==> src/rtl/irq_nest_pkg.sv <==
package irq_nest_pkg;
  localparam int NUM_SRC = 4;
  localparam int ID_W    = $clog2(NUM_SRC);

  typedef logic [ID_W-1:0] src_id_t;

  typedef enum logic {
    MODE_SEQ  = 1'b0,
    MODE_NEST = 1'b1
  } irq_mode_e;

  // lower ID = higher priority
  localparam src_id_t SRC_HWFAULT = 2'd0;
  localparam src_id_t SRC_PROG    = 2'd1;
  localparam src_id_t SRC_TIMER   = 2'd2;
  localparam src_id_t SRC_IO      = 2'd3;
endpackage

==> src/rtl/irq_arrival_fifo.sv <==
module irq_arrival_fifo #(
  parameter int NUM_SRC = 4,
  parameter int DEPTH   = 4,
  parameter int ID_W    = 2
) (
  input  logic               clk_i,
  input  logic               rst_ni,
  input  logic [NUM_SRC-1:0] enq_i,
  input  logic               rm_i,
  input  logic [ID_W-1:0]    rm_id_i,
  output logic               head_vld_o,
  output logic [ID_W-1:0]    head_id_o
);
  localparam int IDX_W = (DEPTH > 1) ? $clog2(DEPTH) : 1;

  logic [ID_W-1:0] id_q [DEPTH];
  logic [ID_W-1:0] id_d [DEPTH];
  logic [DEPTH-1:0] vld_q, vld_d;

  // compact out the granted ID, then append new arrivals in priority order
  always_comb begin
    int k;
    k = 0;
    for (int i = 0; i < DEPTH; i++) begin
      id_d[i]  = '0;
      vld_d[i] = 1'b0;
    end
    for (int i = 0; i < DEPTH; i++) begin
      if (vld_q[i] && !(rm_i && id_q[i] == rm_id_i)) begin
        id_d[k[IDX_W-1:0]]  = id_q[i];
        vld_d[k[IDX_W-1:0]] = 1'b1;
        k++;
      end
    end
    for (int s = 0; s < NUM_SRC; s++) begin
      if (enq_i[s] && k < DEPTH) begin
        id_d[k[IDX_W-1:0]]  = s[ID_W-1:0];
        vld_d[k[IDX_W-1:0]] = 1'b1;
        k++;
      end
    end
  end

  always_ff @(posedge clk_i or negedge rst_ni) begin
    if (!rst_ni) begin
      vld_q <= '0;
      for (int i = 0; i < DEPTH; i++) id_q[i] <= '0;
    end else begin
      vld_q <= vld_d;
      for (int i = 0; i < DEPTH; i++) id_q[i] <= id_d[i];
    end
  end

  assign head_vld_o = vld_q[0];
  assign head_id_o  = id_q[0];
endmodule

==> src/rtl/irq_svc_stack.sv <==
module irq_svc_stack #(
  parameter int DEPTH = 4,
  parameter int ID_W  = 2
) (
  input  logic            clk_i,
  input  logic            rst_ni,
  input  logic            push_i,
  input  logic [ID_W-1:0] push_id_i,
  input  logic            pop_i,
  output logic            top_vld_o,
  output logic [ID_W-1:0] top_id_o
);
  logic [ID_W-1:0] id_q [DEPTH];
  logic [DEPTH-1:0] vld_q;
  logic pop_eff;

  assign pop_eff = pop_i & vld_q[0];

  // entry 0 is the top; push shifts down, pop shifts up, both replace top
  for (genvar i = 0; i < DEPTH; i++) begin : g_ent
    logic [ID_W-1:0] below_id, above_id;
    logic            below_vld;
    if (i == DEPTH - 1) begin : g_last
      assign below_id  = '0;
      assign below_vld = 1'b0;
    end else begin : g_mid
      assign below_id  = id_q[i+1];
      assign below_vld = vld_q[i+1];
    end
    if (i == 0) begin : g_top
      assign above_id = push_id_i;
    end else begin : g_lower
      assign above_id = id_q[i-1];
    end

    always_ff @(posedge clk_i or negedge rst_ni) begin
      if (!rst_ni) begin
        id_q[i]  <= '0;
        vld_q[i] <= 1'b0;
      end else if (push_i && pop_eff) begin
        if (i == 0) id_q[i] <= push_id_i;
      end else if (push_i) begin
        id_q[i]  <= above_id;
        vld_q[i] <= (i == 0) ? 1'b1 : vld_q[i-((i == 0) ? 0 : 1)];
      end else if (pop_eff) begin
        id_q[i]  <= below_id;
        vld_q[i] <= below_vld;
      end
    end
  end

  assign top_vld_o = vld_q[0];
  assign top_id_o  = id_q[0];
endmodule

==> src/rtl/irq_select.sv <==
module irq_select #(
  parameter int NUM_SRC = 4,
  parameter int ID_W    = 2
) (
  input  logic               mode_i,
  input  logic [NUM_SRC-1:0] pending_i,
  input  logic               head_vld_i,
  input  logic [ID_W-1:0]    head_id_i,
  input  logic               top_vld_i,
  input  logic [ID_W-1:0]    top_id_i,
  output logic               irq_o,
  output logic [ID_W-1:0]    irq_id_o
);
  logic [ID_W-1:0] best_id;

  always_comb begin
    best_id = '0;
    for (int i = NUM_SRC - 1; i >= 0; i--) begin
      if (pending_i[i]) best_id = i[ID_W-1:0];
    end
  end

  always_comb begin
    if (mode_i == irq_nest_pkg::MODE_NEST) begin
      irq_o    = (|pending_i) && (!top_vld_i || best_id < top_id_i);
      irq_id_o = best_id;
    end else begin
      irq_o    = head_vld_i && !top_vld_i;
      irq_id_o = head_id_i;
    end
  end
endmodule

==> src/rtl/irq_nest_ctrl.sv <==
module irq_nest_ctrl
  import irq_nest_pkg::*;
#(
  parameter int QUEUE_DEPTH = NUM_SRC,
  parameter int STACK_DEPTH = NUM_SRC
) (
  input  logic               clk_i,
  input  logic               rst_ni,
  input  logic               mode_i,
  input  logic [NUM_SRC-1:0] req_i,
  input  logic               ack_i,
  input  logic               eoi_i,
  output logic               irq_o,
  output logic [ID_W-1:0]    irq_id_o,
  output logic               svc_vld_o,
  output logic [ID_W-1:0]    svc_id_o
);
  logic [NUM_SRC-1:0] pending_q, arrive, grant_mask;
  logic               ack_fire, head_vld;
  src_id_t            head_id;

  assign ack_fire   = ack_i & irq_o;
  assign grant_mask = ack_fire ? (NUM_SRC'(1) << irq_id_o) : '0;
  assign arrive     = req_i & ~pending_q;

  always_ff @(posedge clk_i or negedge rst_ni) begin
    if (!rst_ni) pending_q <= '0;
    else         pending_q <= (pending_q | req_i) & ~grant_mask;
  end

  irq_arrival_fifo #(
    .NUM_SRC(NUM_SRC), .DEPTH(QUEUE_DEPTH), .ID_W(ID_W)
  ) u_fifo (
    .clk_i     (clk_i),
    .rst_ni    (rst_ni),
    .enq_i     (arrive),
    .rm_i      (ack_fire),
    .rm_id_i   (irq_id_o),
    .head_vld_o(head_vld),
    .head_id_o (head_id)
  );

  irq_svc_stack #(
    .DEPTH(STACK_DEPTH), .ID_W(ID_W)
  ) u_stack (
    .clk_i    (clk_i),
    .rst_ni   (rst_ni),
    .push_i   (ack_fire),
    .push_id_i(irq_id_o),
    .pop_i    (eoi_i),
    .top_vld_o(svc_vld_o),
    .top_id_o (svc_id_o)
  );

  irq_select #(
    .NUM_SRC(NUM_SRC), .ID_W(ID_W)
  ) u_sel (
    .mode_i    (mode_i),
    .pending_i (pending_q),
    .head_vld_i(head_vld),
    .head_id_i (head_id),
    .top_vld_i (svc_vld_o),
    .top_id_i  (svc_id_o),
    .irq_o     (irq_o),
    .irq_id_o  (irq_id_o)
  );
endmodule

==> config.mk <==
export PLATFORM = sky130hd
export DESIGN_NAME = irq_nest_ctrl
export DESIGN_NICKNAME = d
export VERILOG_FILES = /design/src/rtl/irq_nest_pkg.sv /design/src/rtl/irq_arrival_fifo.sv /design/src/rtl/irq_svc_stack.sv /design/src/rtl/irq_select.sv /design/src/rtl/irq_nest_ctrl.sv
export SDC_FILE = /design/constraint.sdc
export NUM_CORES = 1
export LEC_CHECK = 0
export BUFFER_PORTS_ARGS = -buffer_cell sky130_fd_sc_hd__buf_2
export CAP_MARGIN = 20
export CORE_UTILIZATION = 46
export CTS_BUF_LIST = sky130_fd_sc_hd__clkbuf_8
export DETAILED_ROUTE_END_ITERATION = 10
export SYNTH_ARGS = -nofsm -noshare
export SYNTH_HDL_FRONTEND = slang
export SYNTH_SLANG_ARGS = --single-unit
==> constraint.sdc <==
create_clock -name clk_i -period 9.55 [get_ports clk_i]
set_clock_uncertainty 0.15 [all_clocks]
set_input_delay 1.91 -clock clk_i [delete_from_list [all_inputs] [get_ports clk_i]]
set_output_delay 1.91 -clock clk_i [all_outputs]
set_load 0.01 [all_outputs]
Word level (Yosys, flattened, before mapping)
Index checks and enable logic that the tools add are counted.

Flip-flop bits (word level): 28. Output and inout bits: 6. Logic and storage cells: 206.

Add/subtract/negate cells: 6. $lt $le $gt $ge: 33. Eq/ne operators: 4. Shift-type cells: 1. Muxes and demuxes: 78. Bitwise operators: 31. Reduce and logical (&&, ||, !) cells: 39.

Operators with widths (count): 2-to-1 mux 32 bit (6); adder 32 x 2 -> 32 bit, second input constant (5); < comparator 32 x 4 -> 1 bit, second input constant (4); 2-to-1 mux 8 bit (7); 2-to-1 mux 2 bit (22); bitwise OR 4 bit (9); 2-to-1 mux 4 bit (8); logical AND 1 bit (29); demux 2 bit (select 2 bit) (7); bitwise mux 8 bit (3); greater-or-equal comparator 3 bit, second input constant (7); < comparator 3 x 1 -> 1 bit, second input constant (7); < comparator 2 x 3 -> 1 bit, second input constant (6); 2-to-1 mux 1 bit (18); NOT 2 -> 3 bit (6); AND 4 bit (4); NOT 4 bit (4); demux 1 bit (select 2 bit) (7); greater-or-equal comparator 2 x 1 -> 1 bit, second input constant (6); AND 8 bit (1); == test 2 bit (4); NOT 8 bit (1); bitwise OR 8 bit (1); logical NOT 1 bit (5); 14 further kinds (15).

Logic depth before layout (Yosys ltp)
Gate-level depths: netlist of run 1.

Word-level depth: 35. Mapped depth: 29. Mapped depth without buffers: 27.

By module
Synthesis of run 1 repeated with hierarchy kept, for this count alone.

Cell total of the unflattened synthesis: 314. Area, all modules: 2735.1 um^2.

Modules (own cells, without submodules): irq_arrival_fifo (instances 1, cells each 225, area each 1874.3 um^2, seq. area each 300.3 um^2); irq_svc_stack (instances 1, cells each 55, area each 564.3 um^2, seq. area each 300.3 um^2); irq_nest_ctrl (instances 1, cells each 16, area each 182.7 um^2, seq. area each 100.1 um^2); irq_select (instances 1, cells each 18, area each 113.9 um^2, seq. area each 0.0 um^2).

Worst setup path before layout of run 1
OpenSTA, ideal clock, no wires.

Path kind: input -> register. From: in mode_i. To: reg u_fifo.id_q[4] (netlist bit). Setup time: 119 ps. Arrival: 6874 ps. Data required time: 9281 ps. Path slack: 2407 ps. Stages on the path: 25. Path buffers: 2. Cells stage by stage: or2b_1 -> o21ai_0 -> and3_1 -> buf_2 -> inv_2 -> clkbuf_1 -> o31ai_1 -> ha_1 -> nand2_1 -> nor2_1 -> o21ai_0 -> a2bb2oi_1 -> ha_1 -> nand2_1 -> o21a_1 -> nand2_1 -> mux2_2 -> ha_1 -> o22ai_1 -> a22oi_1 -> ha_1 -> nor2_1 -> and3b_1 -> mux2i_1 -> a21bo_2.

RTL lines: from (decl) (RTL line irq_nest_ctrl.sv:9) `input logic mode_i,`; to (decl) (RTL line irq_arrival_fifo.sv:16) `logic [ID_W-1:0] id_q [DEPTH];`.

==> results of run 1 <==
[flip-flops by register name (all words and copies together), names as in the netlist]
register / cells
pending_q: 4
u_fifo.vld_q: 4
u_stack.top_vld_o: 1
u_stack.g_ent.below_vld: 3
u_fifo.id_q: 6
u_stack.top_id_o: 2
u_stack.g_ent.below_id: 6
u_fifo.head_id_o: 2
[routing by layer]
| layer | vias up | wire (µm) |
|---|---|---|
| li1 | 1134 | - |
| met1 | 1045 | 3100 |
| met2 | 62 | 2750 |
| met3 | 9 | 371 |
| met4 | 0 | 74 |
| met5 | - | 0 |
[worst paths after layout]
kind                       slack (ns)                      endpoint  cells after the start                          from
max                              1.66           u_fifo.head_id_o[0]                     25                        mode_i
min                              0.40  u_stack.g_ent[1].below_id[1]                      2  u_stack.g_ent[2].below_id[1]
max reg2reg                      2.59           u_fifo.head_id_o[0]                     27                  pending_q[2]
min reg2reg                      0.40  u_stack.g_ent[1].below_id[1]                      2  u_stack.g_ent[2].below_id[1]
max in group asynchronous        7.34  u_stack.g_ent[0].below_id[1]                      1                        rst_ni
min in group asynchronous        1.48                  pending_q[0]                      1                        rst_ni
[power groups by stage]
| stage | sequential (mW) | clock, mW | combinational [mW] |
|---|---|---|---|
| after floorplan | 0.195 | 0 | 0.524 |
| after global placement | 0.214 | 0 | 0.640 |
| after detailed placement | 0.214 | 0 | 0.638 |
| after CTS | 0.211 | 0.0993 | 0.642 |
| after global routing | 0.219 | 0.104 | 0.732 |
| final | 0.211 | 0.0960 | 0.644 |
[cells in the final DEF (no fill, tap or decap), types with 5 or more instances in the layout]
| cell type | count |
|---|---|
| o21ai_0 | 18 |
| dfrtp_1 | 28 |
| a21oi_1 | 12 |
| nor2b_1 | 5 |
| nand2_1 | 40 |
| nand3_1 | 10 |
| inv_1 | 18 |
| a31oi_1 | 16 |
| nor2_1 | 34 |
| mux2i_1 | 6 |
| xnor2_1 | 7 |
| ha_1 | 20 |
| buf_2 | 14 |
[through the flow]
step	cell area (µm²)	hold slack, ns	setup slack [ns]	std cells	utilization
floorplan	2530	0.342	2.41	307	-
global placement	2650	0.381	1.70	383	0.509
detailed placement	2650	0.375	1.51	383	0.509
CTS	2720	0.400	1.78	387	0.523
global route	2720	0.420	1.09	387	0.523
finish	2720	0.395	1.66	387	0.523
[worst reg2reg max path, cell delays in order, from the launching register on]
cell and delay (ns):
dfrtp_1 0.48, nor2_1 0.20, nor3_1 0.07, ha_1 0.30, nor2b_1 0.13, o21ai_0 0.31, and3_1 0.22, buf_4 0.23
inv_2 0.18, o31ai_1 0.59, ha_1 0.43, nand2_1 0.09, nor2_1 0.05, o21ai_0 0.07, a2bb2oi_1 0.52, ha_1 0.36
nand2_1 0.10, o21a_1 0.22, nand2_1 0.11, mux2_2 0.31, ha_1 0.27, o22ai_1 0.09, a22oi_1 0.29, ha_1 0.29
nor2_1 0.08, and3b_1 0.19, mux2i_1 0.30, o21ai_0 0.17
[area by class of cell]
class / instances / area (µm²) / area share
inverter: 20 / 75.1 / 0.0276
multi-input combinational: 248 / 1690 / 0.623
tap: 70 / 87.6 / 0.0322
clock inverter: 1 / 30.0 / 0.0110
timing repair buffer: 17 / 92.6 / 0.0340
clock buffer: 3 / 41.3 / 0.0152
sequential: 28 / 701 / 0.257
[cells by family after synthesis]
kind of cell | Yosys count | share of synthesized area
adder cells (fa/ha/maj) | 20 | 0.0990
buffers and inverters | 31 | 0.0529
AO/OA/AOI/OAI | 94 | 0.274
XOR/XNOR | 12 | 0.0549
multiplexers | 8 | 0.0341
flip-flops | 28 | 0.277
AND/OR/NAND/NOR | 114 | 0.208
==> flow_metrics.py, run 1 <==
metrics = {
    "detailed_routing": {
        "drt_iter0_drc": 210,
        "ant_nets": 0,
        "wl_per_cell_um": 16.3,
        "drc": 0,
        "firstDrtPassIters": 4,
        "drt_wl_total_um": 6300,
        "vias": 2250,
        "avgViaCountPerCell": 5.81,
    },
    "logic_synthesis": {
        "netlist_top_cells_area": "dfrtp_1, ha_1, nand2_1",
        "avgSynthCellArea_um2": 8.24,
        "synth_seq_area_share": 0.277,
        "synth_top_area_frac": 0.277,
        "syn_nets": 336,
        "yosys_warnings": 0,
        "yosys_most_used_dff": "dfrtp_1",
        "ys_ff_latch": 28,
        "synthArstFlopShare": 1.00,
        "yosysMostFrequentCell": "nand2_1",
        "netlist_area_um2": 2530,
        "synth_top_area_cell": "dfrtp_1",
        "synth_edf_count": 0,
        "synthTopCellsByCount": "nand2_1, nor2_1, dfrtp_1, ha_1",
        "ys_types": 64,
        "synthCells": 307,
    },
    "die": {
        "start_util": 0.486,
        "rows": 26,
        "ios": 15,
        "die_area_um2": 5800,
        "die_h_um": 76.1,
        "die_w_um": 76.1,
        "core_um2": 5200,
    },
    "final_layout": {
        "drive_gt1_frac": 0.123,
        "antenna_cells": 0,
        "nets": 347,
        "syn_to_final_growth_pct": 7.62,
        "nFillCells": 509,
    },
    "grt": {
        "grtUsageMet1": 0.334,
        "grt_pass1_vias": 2106,
        "grt_use_met3": 0.0228,
        "busiest_layer": "met2",
        "grt_util_all_layers": 0.228,
        "grt_antenna_before_repair": 0,
        "grt_pass1_wl_um": 10600,
        "grt_max_degree": 29,
        "grt_overflow_total": 0,
        "use_met2": 0.359,
    },
    "sta": {
        "finalSetupTns_ns": 0,
        "drv_slew": 0,
        "fin_crit_ns": 7.89,
        "rsz0062_at_grt": "false",
        "worstMarginPinSlew_ns": 0.770,
        "period_share": 0.826,
        "setup_viol": 0,
        "max_freq_ghz": 0.127,
        "final_hold_viol_count": 0,
        "max_slew_margin": 0.482,
    },
    "worst_setup_path": {
        "cp_num_buf_inv": 3,
        "endpoint_kind": "flip-flop",
        "cp.required_ns": 9.55,
        "startpoint_type": "primary input",
        "cp_top_family": "compound AO/OA/AOI/OAI gates",
        "worstPathMaxFanout": 19,
        "slowest_delay_ns": 0.59,
        "worstPathArrival_ns": 7.89,
        "crit_top_cell": "ha_1",
        "worstSetupPathType": "in -> reg",
        "cpMaxStageDelayCell": "o31ai_1",
    },
    "placed_design": {
        "place_congestion": 0.927,
        "dp_hpwl_um": 4900,
        "portBuffers": 14,
    },
    "power_and_ir_drop": {
        "p_sw_frac": 0.500,
        "internal-power_mw": 0.475,
        "p_switching_mw": 0.476,
        "p_clk_frac": 0.101,
        "seq_power_share": 0.222,
        "power.total_mw": 0.951,
        "p_per_area_nw_per_um2": 350,
        "power.leakage_nw": 1.20,
        "peakVddDrop_uv": 142,
        "combPwrFrac": 0.677,
    },
    "worst_hold_path": {
        "hold_path.class": "reg -> reg",
    },
    "clocking": {
        "post_cts_resized": 0,
        "path_clk_slew_ns": 0.11,
        "cts_setup_buffers": 0,
        "cts_tree": "yes",
        "clock_latency_ns": 0.28,
        "cts_htree_levels": 1,
        "cts_buffers": 3,
        "cts_root_buf": "clkbuf_8",
        "cts.sinks": 28,
        "clockBufferDepth": 2,
        "ctsHoldBuffers": 0,
    },
    "outcome": {
        "outcome": "completed",
    },
    "flow_run": {
        "maxCapViolCount": 0,
    },
}
Power figures use the tool's default switching activity.
==> inputs of run 2 (changes only) <==
--- a/config.mk
+++ b/config.mk
@@ -10,6 +10,7 @@
 export CORE_UTILIZATION = 46
 export CTS_BUF_LIST = sky130_fd_sc_hd__clkbuf_8
 export DETAILED_ROUTE_END_ITERATION = 10
+export PLACE_DENSITY = 0.65
 export SYNTH_ARGS = -nofsm -noshare
 export SYNTH_HDL_FRONTEND = slang
 export SYNTH_SLANG_ARGS = --single-unit
==> constraint.sdc (replaced) <==
create_clock -name clk_i -period 6.7 [get_ports clk_i]
set_clock_uncertainty 0.15 [all_clocks]
set_input_delay 1.34 -clock clk_i [delete_from_list [all_inputs] [get_ports clk_i]]
set_output_delay 1.34 -clock clk_i [all_outputs]
set_load 0.01 [all_outputs]
==> flow_metrics.py, run 2 (same netlist as run 1, synthesis figures left out) <==
metrics = {
    "outcome": {
        "outcome": "completed",
    },
    "clocking": {
        "path_clk_slew_ns": 0.09,
        "cts_setup_buffers": 0,
        "cts_tree": "yes",
        "clock_latency_ns": 0.27,
        "cts_root_buf": "clkbuf_8",
        "clockBufferDepth": 2,
        "cts_htree_levels": 1,
        "cts_buffers": 3,
        "cts.sinks": 28,
    },
    "flow_run": {
        "maxCapViolCount": 0,
    },
    "worst_setup_path": {
        "cp_top_family": "adder cells",
        "worstSetupPathType": "in -> reg",
        "startpoint_type": "primary input",
        "worstPathArrival_ns": 6.30,
        "cp_num_buf_inv": 3,
        "worstPathCellList": "buf_2, buf_4, and2b_1, a31oi_4, xnor2_1, o31ai_1, ha_1, xnor2_1, ha_1, inv_1, ha_1, nand2_1, o21a_1, nand2_1, mux2_2, ha_1, o22ai_1, a22oi_1, ha_1, nor2_1, and3b_1, mux2i_1, o21ai_0",
        "worstPathMaxFanout": 7,
        "crit_top_cell": "ha_1",
        "cp.required_ns": 6.69,
        "cpMaxStageDelayCell": "mux2_2",
        "slowest_delay_ns": 0.37,
        "endpoint_kind": "flip-flop",
    },
    "detailed_routing": {
        "ant_nets": 0,
        "drt_iter0_drc": 220,
        "drc": 0,
        "avgViaCountPerCell": 5.97,
        "wl_per_cell_um": 15.8,
        "vias": 2375,
        "drt_wl_total_um": 6300,
        "firstDrtPassIters": 5,
    },
    "sta": {
        "max_freq_ghz": 0.158,
        "rsz0062_at_grt": "false",
        "setup_viol": 0,
        "period_share": 0.942,
        "fin_crit_ns": 6.31,
        "final_hold_viol_count": 0,
        "drv_slew": 0,
        "max_slew_margin": 0.586,
        "finalSetupTns_ns": 0,
        "worstMarginPinSlew_ns": 0.621,
    },
    "power_and_ir_drop": {
        "p_sw_frac": 0.505,
        "seq_power_share": 0.219,
        "combPwrFrac": 0.707,
        "p_per_area_nw_per_um2": 493,
        "peakVddDrop_uv": 229,
        "p_switching_mw": 0.694,
        "p_clk_frac": 0.074,
        "internal-power_mw": 0.681,
        "power.leakage_nw": 1.24,
        "power.total_mw": 1.38,
    },
    "die": {
        "die_w_um": 76.1,
        "die_h_um": 76.1,
        "start_util": 0.486,
        "core_um2": 5200,
        "die_area_um2": 5800,
        "ios": 15,
        "rows": 26,
    },
    "grt": {
        "grt_overflow_total": 0,
        "grt_max_degree": 29,
        "grt_antenna_before_repair": 0,
        "grt_pass1_vias": 2150,
        "grt_pass1_wl_um": 10400,
        "grt_util_all_layers": 0.221,
    },
    "final_layout": {
        "drive_gt1_frac": 0.152,
        "postLayoutCellArea_um2": 2790,
        "nets": 358,
        "final_cell_mix": "nand2_1, nor2_1, dfrtp_1",
        "syn_to_final_growth_pct": 10.2,
        "final_core_util": 0.536,
        "antenna_cells": 0,
        "nFillCells": 494,
        "final_common_cell": "nand2_1",
    },
    "placed_design": {
        "place_area_um2": 2730,
        "portBuffers": 14,
        "place_congestion": 0.901,
        "dp_hpwl_um": 4960,
    },
    "worst_hold_path": {
        "hold_path.class": "reg -> reg",
    },
}
==> run 2: cell count changes in the layout (fill, tap and decap cells not counted) <==
cell,before,now
buf_4,3,14
o21ai_0,18,17
bufinv_16,1,0
clkbuf_8,3,4
o21ai_1,0,1
==> run 2: final cells by class <==
class / instances / area [µm²] / share of cell area
sequential: 28 / 701 / 0.251
inverter: 20 / 75.1 / 0.0269
clock buffer: 4 / 55.1 / 0.0197
multi-input combinational: 248 / 1690 / 0.608
timing repair buffer: 28 / 175 / 0.0628
tap: 70 / 87.6 / 0.0314
==> run 2: what timing repair did <==
item | in CTS | in global routing
gates resized for setup | 0 | 1
endpoints found under the setup margin | 0 | 9
hold buffers | 0 | 0
==> run 2: path summary, 6_finish.rpt <==
check | from | to | slack [ns] | cells past startpoint
worst min register to register | u_stack.g_ent[1].below_id[0] | u_stack.g_ent[2].below_id[0] | 0.39 | 2
worst max register to register | pending_q[3] | u_fifo.head_id_o[0] | 0.68 | 25
max in group asynchronous | rst_ni | u_stack.g_ent[0].below_id[0] | 5.07 | 1
worst max-delay path | mode_i | u_fifo.head_id_o[0] | 0.39 | 23
worst min-delay path | u_stack.g_ent[1].below_id[0] | u_stack.g_ent[2].below_id[0] | 0.39 | 2
min in group asynchronous | rst_ni | u_stack.g_ent[0].below_id[1] | 0.93 | 1
==> run 2: worst register-to-register path: stages, from the launching register on <==
cell and delay [ns]:
dfrtp_1 0.46, nor2_1 0.21, nor3_1 0.07, ha_1 0.31, nor2b_1 0.13, o21ai_1 0.22
and3_1 0.23, inv_2 0.09, o31ai_1 0.31, ha_1 0.34, xnor2_1 0.32, ha_1 0.27
inv_1 0.06, ha_1 0.30, nand2_1 0.09, o21a_1 0.19, nand2_1 0.12, mux2_2 0.37
ha_1 0.27, o22ai_1 0.11, a22oi_1 0.27, ha_1 0.28, nor2_1 0.08, and3b_1 0.20
mux2i_1 0.25, o21ai_0 0.17
==> run 2: power groups by stage <==
stage | combinational (mW) | clock (mW) | sequential [mW]
finish | 0.972 | 0.102 | 0.301
global route | 1.08 | 0.112 | 0.307
CTS | 0.970 | 0.107 | 0.299
detailed placement | 0.965 | 0 | 0.302
global placement | 0.953 | 0 | 0.302
floorplan | 0.746 | 0 | 0.278
==> run 2: layer usage <==
metal / up-vias / GRT usage / part of all wire
li1: 1155 / - / -
met1: 1138 / 0.319 / 0.48
met2: 74 / 0.350 / 0.46
met3: 8 / 0.0251 / 0.047
met4: 0 / 0.0558 / 0.018
met5: - / 0 / 0
==> run 2: through the flow <==
| stage | worst slack [ns] | std cells | hold slack [ns] |
|---|---|---|---|
| after floorplan | 0.127 | 307 | 0.342 |
| after global placement | 0.267 | 394 | 0.361 |
| after detailed placement | 0.0481 | 394 | 0.373 |
| after CTS | 0.311 | 398 | 0.400 |
| after global routing | 0.0281 | 398 | 0.418 |
| final | 0.388 | 398 | 0.392 |
